File: src/rtl/refresh_pkg.sv
package refresh_pkg;

    // Default sizing shared by the scheduler and its parts
    parameter int unsigned RF_ROWS_DEF   = 8192;
    parameter int unsigned RF_CNT_W_DEF  = 24;
    parameter int unsigned RF_TRFC_W_DEF = 12;
    parameter int unsigned RF_PEND_W_DEF = 4;

    // What the owed-refresh counter does on one edge
    typedef enum logic [1:0] {
        OWED_HOLD = 2'd0,
        OWED_INC  = 2'd1,
        OWED_DEC  = 2'd2
    } owed_op_e;

endpackage

File: src/rtl/refresh_pacer.sv
module refresh_pacer
    import refresh_pkg::*;
#(
    parameter int unsigned CNT_W  = RF_CNT_W_DEF,
    parameter int unsigned PEND_W = RF_PEND_W_DEF
) (
    input  logic              clk,
    input  logic              rst_n,
    input  logic [CNT_W-1:0]  cfg_interval,
    input  logic [PEND_W-1:0] cfg_urgent_limit,
    input  logic              issue,
    output logic              owed_nz,
    output logic              urgent
);
    localparam logic [PEND_W-1:0] OWED_MAX = {PEND_W{1'b1}};

    typedef struct packed {
        logic [CNT_W-1:0]  cnt;
        logic [PEND_W-1:0] owed;
    } pacer_st_t;

    pacer_st_t st_d, st_q;
    logic      tick;
    owed_op_e  op;

    always_comb begin
        st_d = st_q;
        tick = (cfg_interval <= CNT_W'(1)) || (st_q.cnt >= cfg_interval - CNT_W'(1));
        st_d.cnt = tick ? '0 : st_q.cnt + CNT_W'(1);
        if (tick && !issue) begin
            op = OWED_INC;
        end else if (issue && !tick) begin
            op = OWED_DEC;
        end else begin
            op = OWED_HOLD;
        end
        unique case (op)
            OWED_INC: if (st_q.owed != OWED_MAX) st_d.owed = st_q.owed + PEND_W'(1);
            OWED_DEC: st_d.owed = st_q.owed - PEND_W'(1);
            default:  st_d.owed = st_q.owed;
        endcase
    end

    always_ff @(posedge clk) begin
        if (!rst_n) begin
            st_q <= '0;
        end else begin
            st_q <= st_d;
        end
    end

    assign owed_nz = (st_q.owed != '0);
    assign urgent  = (st_q.owed > cfg_urgent_limit);

    AST_ISSUE_NEEDS_OWED: assert property (@(posedge clk) disable iff (!rst_n)
        issue |-> (st_q.owed != '0));

    AST_OWED_RETIRE_ONE: assert property (@(posedge clk) disable iff (!rst_n)
        (issue && !tick) |=> (st_q.owed == $past(st_q.owed) - PEND_W'(1)));

    AST_OWED_NO_WRAP: assert property (@(posedge clk) disable iff (!rst_n)
        ($past(st_q.owed) == OWED_MAX && !$past(issue)) |-> (st_q.owed == OWED_MAX));

endmodule

File: src/rtl/refresh_row_ctr.sv
module refresh_row_ctr #(
    parameter int unsigned ROW_W = 13
) (
    input  logic             clk,
    input  logic             rst_n,
    input  logic [ROW_W-1:0] cfg_last_row,
    input  logic             issue,
    output logic [ROW_W-1:0] row,
    output logic             sweep_done
);
    typedef struct packed {
        logic [ROW_W-1:0] row;
        logic             sweep;
    } row_st_t;

    row_st_t st_d, st_q;
    logic    at_last;

    always_comb begin
        st_d     = st_q;
        at_last  = (st_q.row == cfg_last_row);
        st_d.sweep = issue && at_last;
        if (issue) begin
            st_d.row = at_last ? '0 : st_q.row + ROW_W'(1);
        end
    end

    always_ff @(posedge clk) begin
        if (!rst_n) begin
            st_q <= '0;
        end else begin
            st_q <= st_d;
        end
    end

    assign row        = st_q.row;
    assign sweep_done = st_q.sweep;

    AST_ROW_HOLD: assert property (@(posedge clk) disable iff (!rst_n)
        !issue |=> $stable(st_q.row));

    AST_ROW_STEP: assert property (@(posedge clk) disable iff (!rst_n)
        (issue && st_q.row != cfg_last_row) |=> (st_q.row == $past(st_q.row) + ROW_W'(1)));

    AST_SWEEP_PULSE: assert property (@(posedge clk) disable iff (!rst_n)
        st_q.sweep |=> !st_q.sweep || $past(issue));

endmodule

File: src/rtl/refresh_lockout.sv
module refresh_lockout #(
    parameter int unsigned TRFC_W = 12
) (
    input  logic              clk,
    input  logic              rst_n,
    input  logic [TRFC_W-1:0] cfg_trfc,
    input  logic              issue,
    output logic              locked
);
    typedef struct packed {
        logic [TRFC_W-1:0] left;
    } lock_st_t;

    lock_st_t st_d, st_q;

    always_comb begin
        st_d = st_q;
        if (issue) begin
            st_d.left = cfg_trfc;
        end else if (st_q.left != '0) begin
            st_d.left = st_q.left - TRFC_W'(1);
        end
    end

    always_ff @(posedge clk) begin
        if (!rst_n) begin
            st_q <= '0;
        end else begin
            st_q <= st_d;
        end
    end

    assign locked = (st_q.left != '0);

    AST_LOCK_NO_REARM: assert property (@(posedge clk) disable iff (!rst_n)
        (locked && !issue) |=> (st_q.left < $past(st_q.left)));

    AST_LOCK_ARM: assert property (@(posedge clk) disable iff (!rst_n)
        issue |=> (st_q.left == $past(cfg_trfc)));

endmodule

File: src/rtl/refresh_sched.sv
module refresh_sched
    import refresh_pkg::*;
#(
    parameter int unsigned ROWS   = RF_ROWS_DEF,
    parameter int unsigned CNT_W  = RF_CNT_W_DEF,
    parameter int unsigned TRFC_W = RF_TRFC_W_DEF,
    parameter int unsigned PEND_W = RF_PEND_W_DEF,
    localparam int unsigned ROW_W = (ROWS > 1) ? $clog2(ROWS) : 1
) (
    input  logic              clk,
    input  logic              rst_n,
    input  logic [CNT_W-1:0]  cfg_interval,
    input  logic [ROW_W-1:0]  cfg_last_row,
    input  logic [TRFC_W-1:0] cfg_trfc,
    input  logic [PEND_W-1:0] cfg_urgent_limit,
    input  logic              ref_grant,
    output logic              ref_req,
    output logic              ref_urgent,
    output logic [ROW_W-1:0]  ref_row,
    output logic              sweep_done,
    output logic              act_inhibit
);
    logic owed_nz;
    logic locked;
    logic issue;

    assign ref_req     = owed_nz && !locked;
    assign issue       = ref_req && ref_grant;
    assign act_inhibit = locked;

    refresh_pacer #(
        .CNT_W  (CNT_W),
        .PEND_W (PEND_W)
    ) u_pacer (
        .clk              (clk),
        .rst_n            (rst_n),
        .cfg_interval     (cfg_interval),
        .cfg_urgent_limit (cfg_urgent_limit),
        .issue            (issue),
        .owed_nz          (owed_nz),
        .urgent           (ref_urgent)
    );

    refresh_row_ctr #(
        .ROW_W (ROW_W)
    ) u_rows (
        .clk          (clk),
        .rst_n        (rst_n),
        .cfg_last_row (cfg_last_row),
        .issue        (issue),
        .row          (ref_row),
        .sweep_done   (sweep_done)
    );

    refresh_lockout #(
        .TRFC_W (TRFC_W)
    ) u_lock (
        .clk      (clk),
        .rst_n    (rst_n),
        .cfg_trfc (cfg_trfc),
        .issue    (issue),
        .locked   (locked)
    );

    AST_NO_BACK_TO_BACK: assert property (@(posedge clk) disable iff (!rst_n)
        (issue && cfg_trfc != '0) |=> !ref_req);

    AST_INHIBIT_AFTER_REF: assert property (@(posedge clk) disable iff (!rst_n)
        (issue && cfg_trfc != '0) |=> act_inhibit);

    AST_URGENT_HAS_REQ: assert property (@(posedge clk) disable iff (!rst_n)
        (ref_urgent && !act_inhibit) |-> ref_req);

endmodule

File: config.mk
export PLATFORM = sky130hd
export DESIGN_NAME = refresh_sched
export DESIGN_NICKNAME = d
export VERILOG_FILES = /design/src/rtl/refresh_pkg.sv /design/src/rtl/refresh_pacer.sv /design/src/rtl/refresh_row_ctr.sv /design/src/rtl/refresh_lockout.sv /design/src/rtl/refresh_sched.sv
export SDC_FILE = /design/constraint.sdc
export NUM_CORES = 1
export LEC_CHECK = 0
export BUFFER_PORTS_ARGS = -buffer_cell sky130_fd_sc_hd__clkbuf_2
export CORE_MARGIN = 1
export CORE_UTILIZATION = 56
export CTS_CLUSTER_SIZE = 16
export DETAILED_ROUTE_END_ITERATION = 8
export GPL_ROUTABILITY_DRIVEN = 0
export PLACE_DENSITY_LB_ADDON = 0.2
export SYNTH_ARGS = -nofsm -noshare
export SYNTH_HDL_FRONTEND = slang
export SYNTH_SLANG_ARGS = --single-unit
File: constraint.sdc
create_clock -name clk -period 5.6 [get_ports clk]
set_input_delay 1.12 -clock clk [delete_from_list [all_inputs] [get_ports clk]]
set_output_delay 1.12 -clock clk [all_outputs]
set_load 0.05 [all_outputs]
==> flow_summary.ini <==
[outcome]
status = finished with violations
violations = design-rule violations

[yosys]
syn-num-nets = 538
synth_cell_types = 52
ys_seq_area_share_pct = 28.7
syn_area_sq_mm = 0.00377
synth_top_area_share_pct = 28.7
syn_area_per_cell_sq_um = 8.45
synth-seq-cells = 54
yosysTopAreaCell = dfxtp_1
synthTopCellsByArea = dfxtp_1 29%, ha_1 12%, xnor2_1 9.8%, xor2_1 7.4%, nor2_1 6.7%
yosys_warnings = 0
syn_inst = 446

[power]
ir_worst_vdd_uv = 306
p_int_uw = 689
finalPower_mw = 1.10
p_sw_uw = 413
power.leakage_nw = 1.78
pwr-share-comb_pct = 36.3
seqPwrFrac_pct = 43.0
powerDensity_mw_per_mm2 = 258
pwr-share-clk_pct = 20.7
switching_share_pct = 37.5

[worst_setup_path]
start_kind = primary input
worstPathArrival_ns = 5.30
worstPathMaxFanout = 4
end_kind = flip-flop
critPathKind = primary input to flip-flop
required_ns = 5.85

[floorplan]
start_util_pct = 58.7
core.rowCount = 29
die_w_um = 84.0
coreArea_sq_mm = 0.00642
ios = 73
die_h_um = 84.0
die-area_sq_mm = 0.00706

[grt]
grt_pass1_wl_um = 13500
global_route.usage.total_pct = 23.0
globalRouteMet1Util_pct = 28.3
grt_max_degree = 24
grtUsageMet2_pct = 41.9
grt_overflow_total = 0
grt_pass1_vias = 3164
grt-busiest-layer = met2
grt_antenna_before_repair = 0
use_met3_pct = 3.26

[sta]
skew_ns = 0.0102
tightest_slew_ns = 0.757
slew_headroom_pct = 49.4
final.setup.tns_ns = 0
hold_viol_final = 0
setup_violations = 0
rsz0062_at_grt = false
maxSlewViolCount = 0
fmax_mhz = 198
fin_hold_ws_ns = 0.509
post-route-period-util_pct = 90.3
post-route-min-period_ns = 5.05

[route]
num_vias = 3306
post-route-drc-count = 9
route.detailed.wl_per_inst_um = 13.0
route.antenna.remaining_nets = 0
drtIter0Drc = 102
first_pass_iters = 6
via_per_inst = 5.55
routed_wl_um = 7740

[clock_network]
cts-resized-gates = 0
cts_tree = done
cts_setup_buffers = 0
cts_buffer_depth = 2
numClockSinks = 54
clk_latency_ns = 0.31
clkTransAtPathRegs_ns = 0.11
hold_buffers = 0
clockRootBuffer = clkbuf_8
cts_made_buffers = 5
cts_max_level = 2

[cells_and_area]
synthToLayoutAreaGrowth_pct = 13.6
nNetsFinal = 610
final_layout_size_suffix_gt1_share_pct = 20.2
n_antenna_cell = 0

[flow_run]
cap_violations = 0

[worst_hold_path]
hp-class = flip-flop to flip-flop

[place]
dp_hpwl_um = 6120
io_buffers = 72
-- Yosys cell counts (all sizes together) --
cell	instances
xnor2	42
a21oi	17
a41oi	1
dfxtp	54
o211ai	1
nand4	12
o21ai	10
nand2	39
clkbuf	2
a221oi	1
xor2	32
buf	6
nor2b	4
nand4b	1
nand3	19
or2	1
or2b	4
nor4	14
nor2	67
and3	11
o31ai	1
mux2i	4
or4	5
a31oi	3
inv	14
or3	3
ha	35
nand2b	2
o2111ai	2
and2	1
and4	2
a211oi	12
a21o	1
fa	1
nor3b	3
nor3	17
nand3b	2
-- through the flow --
step                      area [sq um]  util, %  setup WS (ns)  instances
after floorplan                   3770        -          0.714        446
after global placement            4180     65.1          0.430        587
after detailed placement          4180     65.1          0.226        587
after CTS                         4280     66.6          0.485        595
after global routing              4280     66.6          0.180        596
final                             4280     66.6          0.546        596
-- layer usage --
| metal | part of all wire [%] | up-vias |
|---|---|---|
| met5 | 0 | - |
| met2 | 48 | 79 |
| met4 | 0.79 | 0 |
| met3 | 4.0 | 6 |
| li1 | - | 1722 |
| met1 | 47 | 1499 |
-- cell families after synthesis --
kind of cell / Yosys count / share of synthesized area [%]
AO/OA/AOI/OAI: 49 / 8.00
buffers and inverters: 22 / 2.56
multiplexers: 4 / 1.16
adder cells (fa/ha/maj): 36 / 12.2
AND/OR/NAND/NOR: 207 / 30.2
XOR/XNOR: 74 / 17.2
flip-flops: 54 / 28.7
-- cell type report --
class / instances / area [sq um]
Multi-Input combinational cell: 370 / 2590
Fill cell: 560 / 2140
Sequential cell: 54 / 1080
Timing Repair Buffer: 73 / 365
Tap cell: 77 / 96.3
Clock buffer: 5 / 68.8
Inverter: 14 / 52.6
Clock inverter: 3 / 26.3
-- critical path, stage by stage --
cell and delay, ns:
clkbuf_2 0.11, or4_4 0.57, nor3_4 0.21, nand3_2 0.14
nor4_4 0.23, nand2b_2 0.14, nor3_2 0.18, xnor2_1 0.14
ha_1 0.27, nand4_1 0.14, nor4_1 0.09, a221oi_1 0.33
nand4_2 0.25, nor3_4 0.24, ha_1 0.27, a21o_1 0.18
a21oi_1 0.20, mux2i_2 0.26, mux2i_1 0.21
-- sequential cells by signal, indices dropped and copies added (netlist names) --
name / cells
u_lock.st_q: 12
u_pacer.st_q: 28
u_rows.row: 13
u_rows.sweep_done: 1
-- power by group through the flow --
stage	combinational [mW]	clock, mW	sequential, mW
floorplan	0.312	0	0.471
finish	0.401	0.228	0.474
CTS	0.397	0.235	0.473
global route	0.448	0.248	0.480
detailed placement	0.394	0	0.482
global placement	0.381	0	0.480
-- layout by cell type (no fill, tap or decap), types with 2 or more instances in the layout --
cell type  netlist  layout
clkbuf_8         0       5
or3_1            3       3
and3_1          11      11
nand4_1         10      10
ha_1            35      35
o2111ai_1        2       2
nor4_4           2       2
a31oi_1          3       3
xnor2_1         42      42
nand2_1         39      39
xor2_1          32      32
or2b_2           3       3
mux2i_1          3       3
dfxtp_1         54      54
nor2b_1          3       3
nor4_2           4       4
nor2_1          67      67
and4_1           2       2
nor3_4           2       2
nand3_1         18      18
nor4_1           8       8
o21ai_0          7       7
clkbuf_2         0      72
o21ai_1          3       3
nor3_2           2       2
inv_1           13      13
nand4_2          2       2
nor3b_1          3       3
inv_6            0       2
or4_4            2       2
a21oi_1         17      17
or4_1            3       3
nor3_1          13      13
a211oi_1        12      12
-- final timing paths --
check / start / end / slack [ns] / cells past startpoint
worst max register to register: u_pacer.st_q[13]$_SDFF_PP0_ / u_pacer.st_q[3]$_SDFFE_PN0P_ / 2.60 / 11
worst max-delay path: cfg_interval[7] / u_pacer.st_q[3]$_SDFFE_PN0P_ / 0.55 / 19
worst min register to register: u_lock.st_q[0]$_SDFFE_PN0P_ / u_lock.st_q[0]$_SDFFE_PN0P_ / 0.51 / 1
worst min-delay path: u_lock.st_q[0]$_SDFFE_PN0P_ / u_lock.st_q[0]$_SDFFE_PN0P_ / 0.51 / 1
No activity file was read; power rests on OpenSTA's default activity.
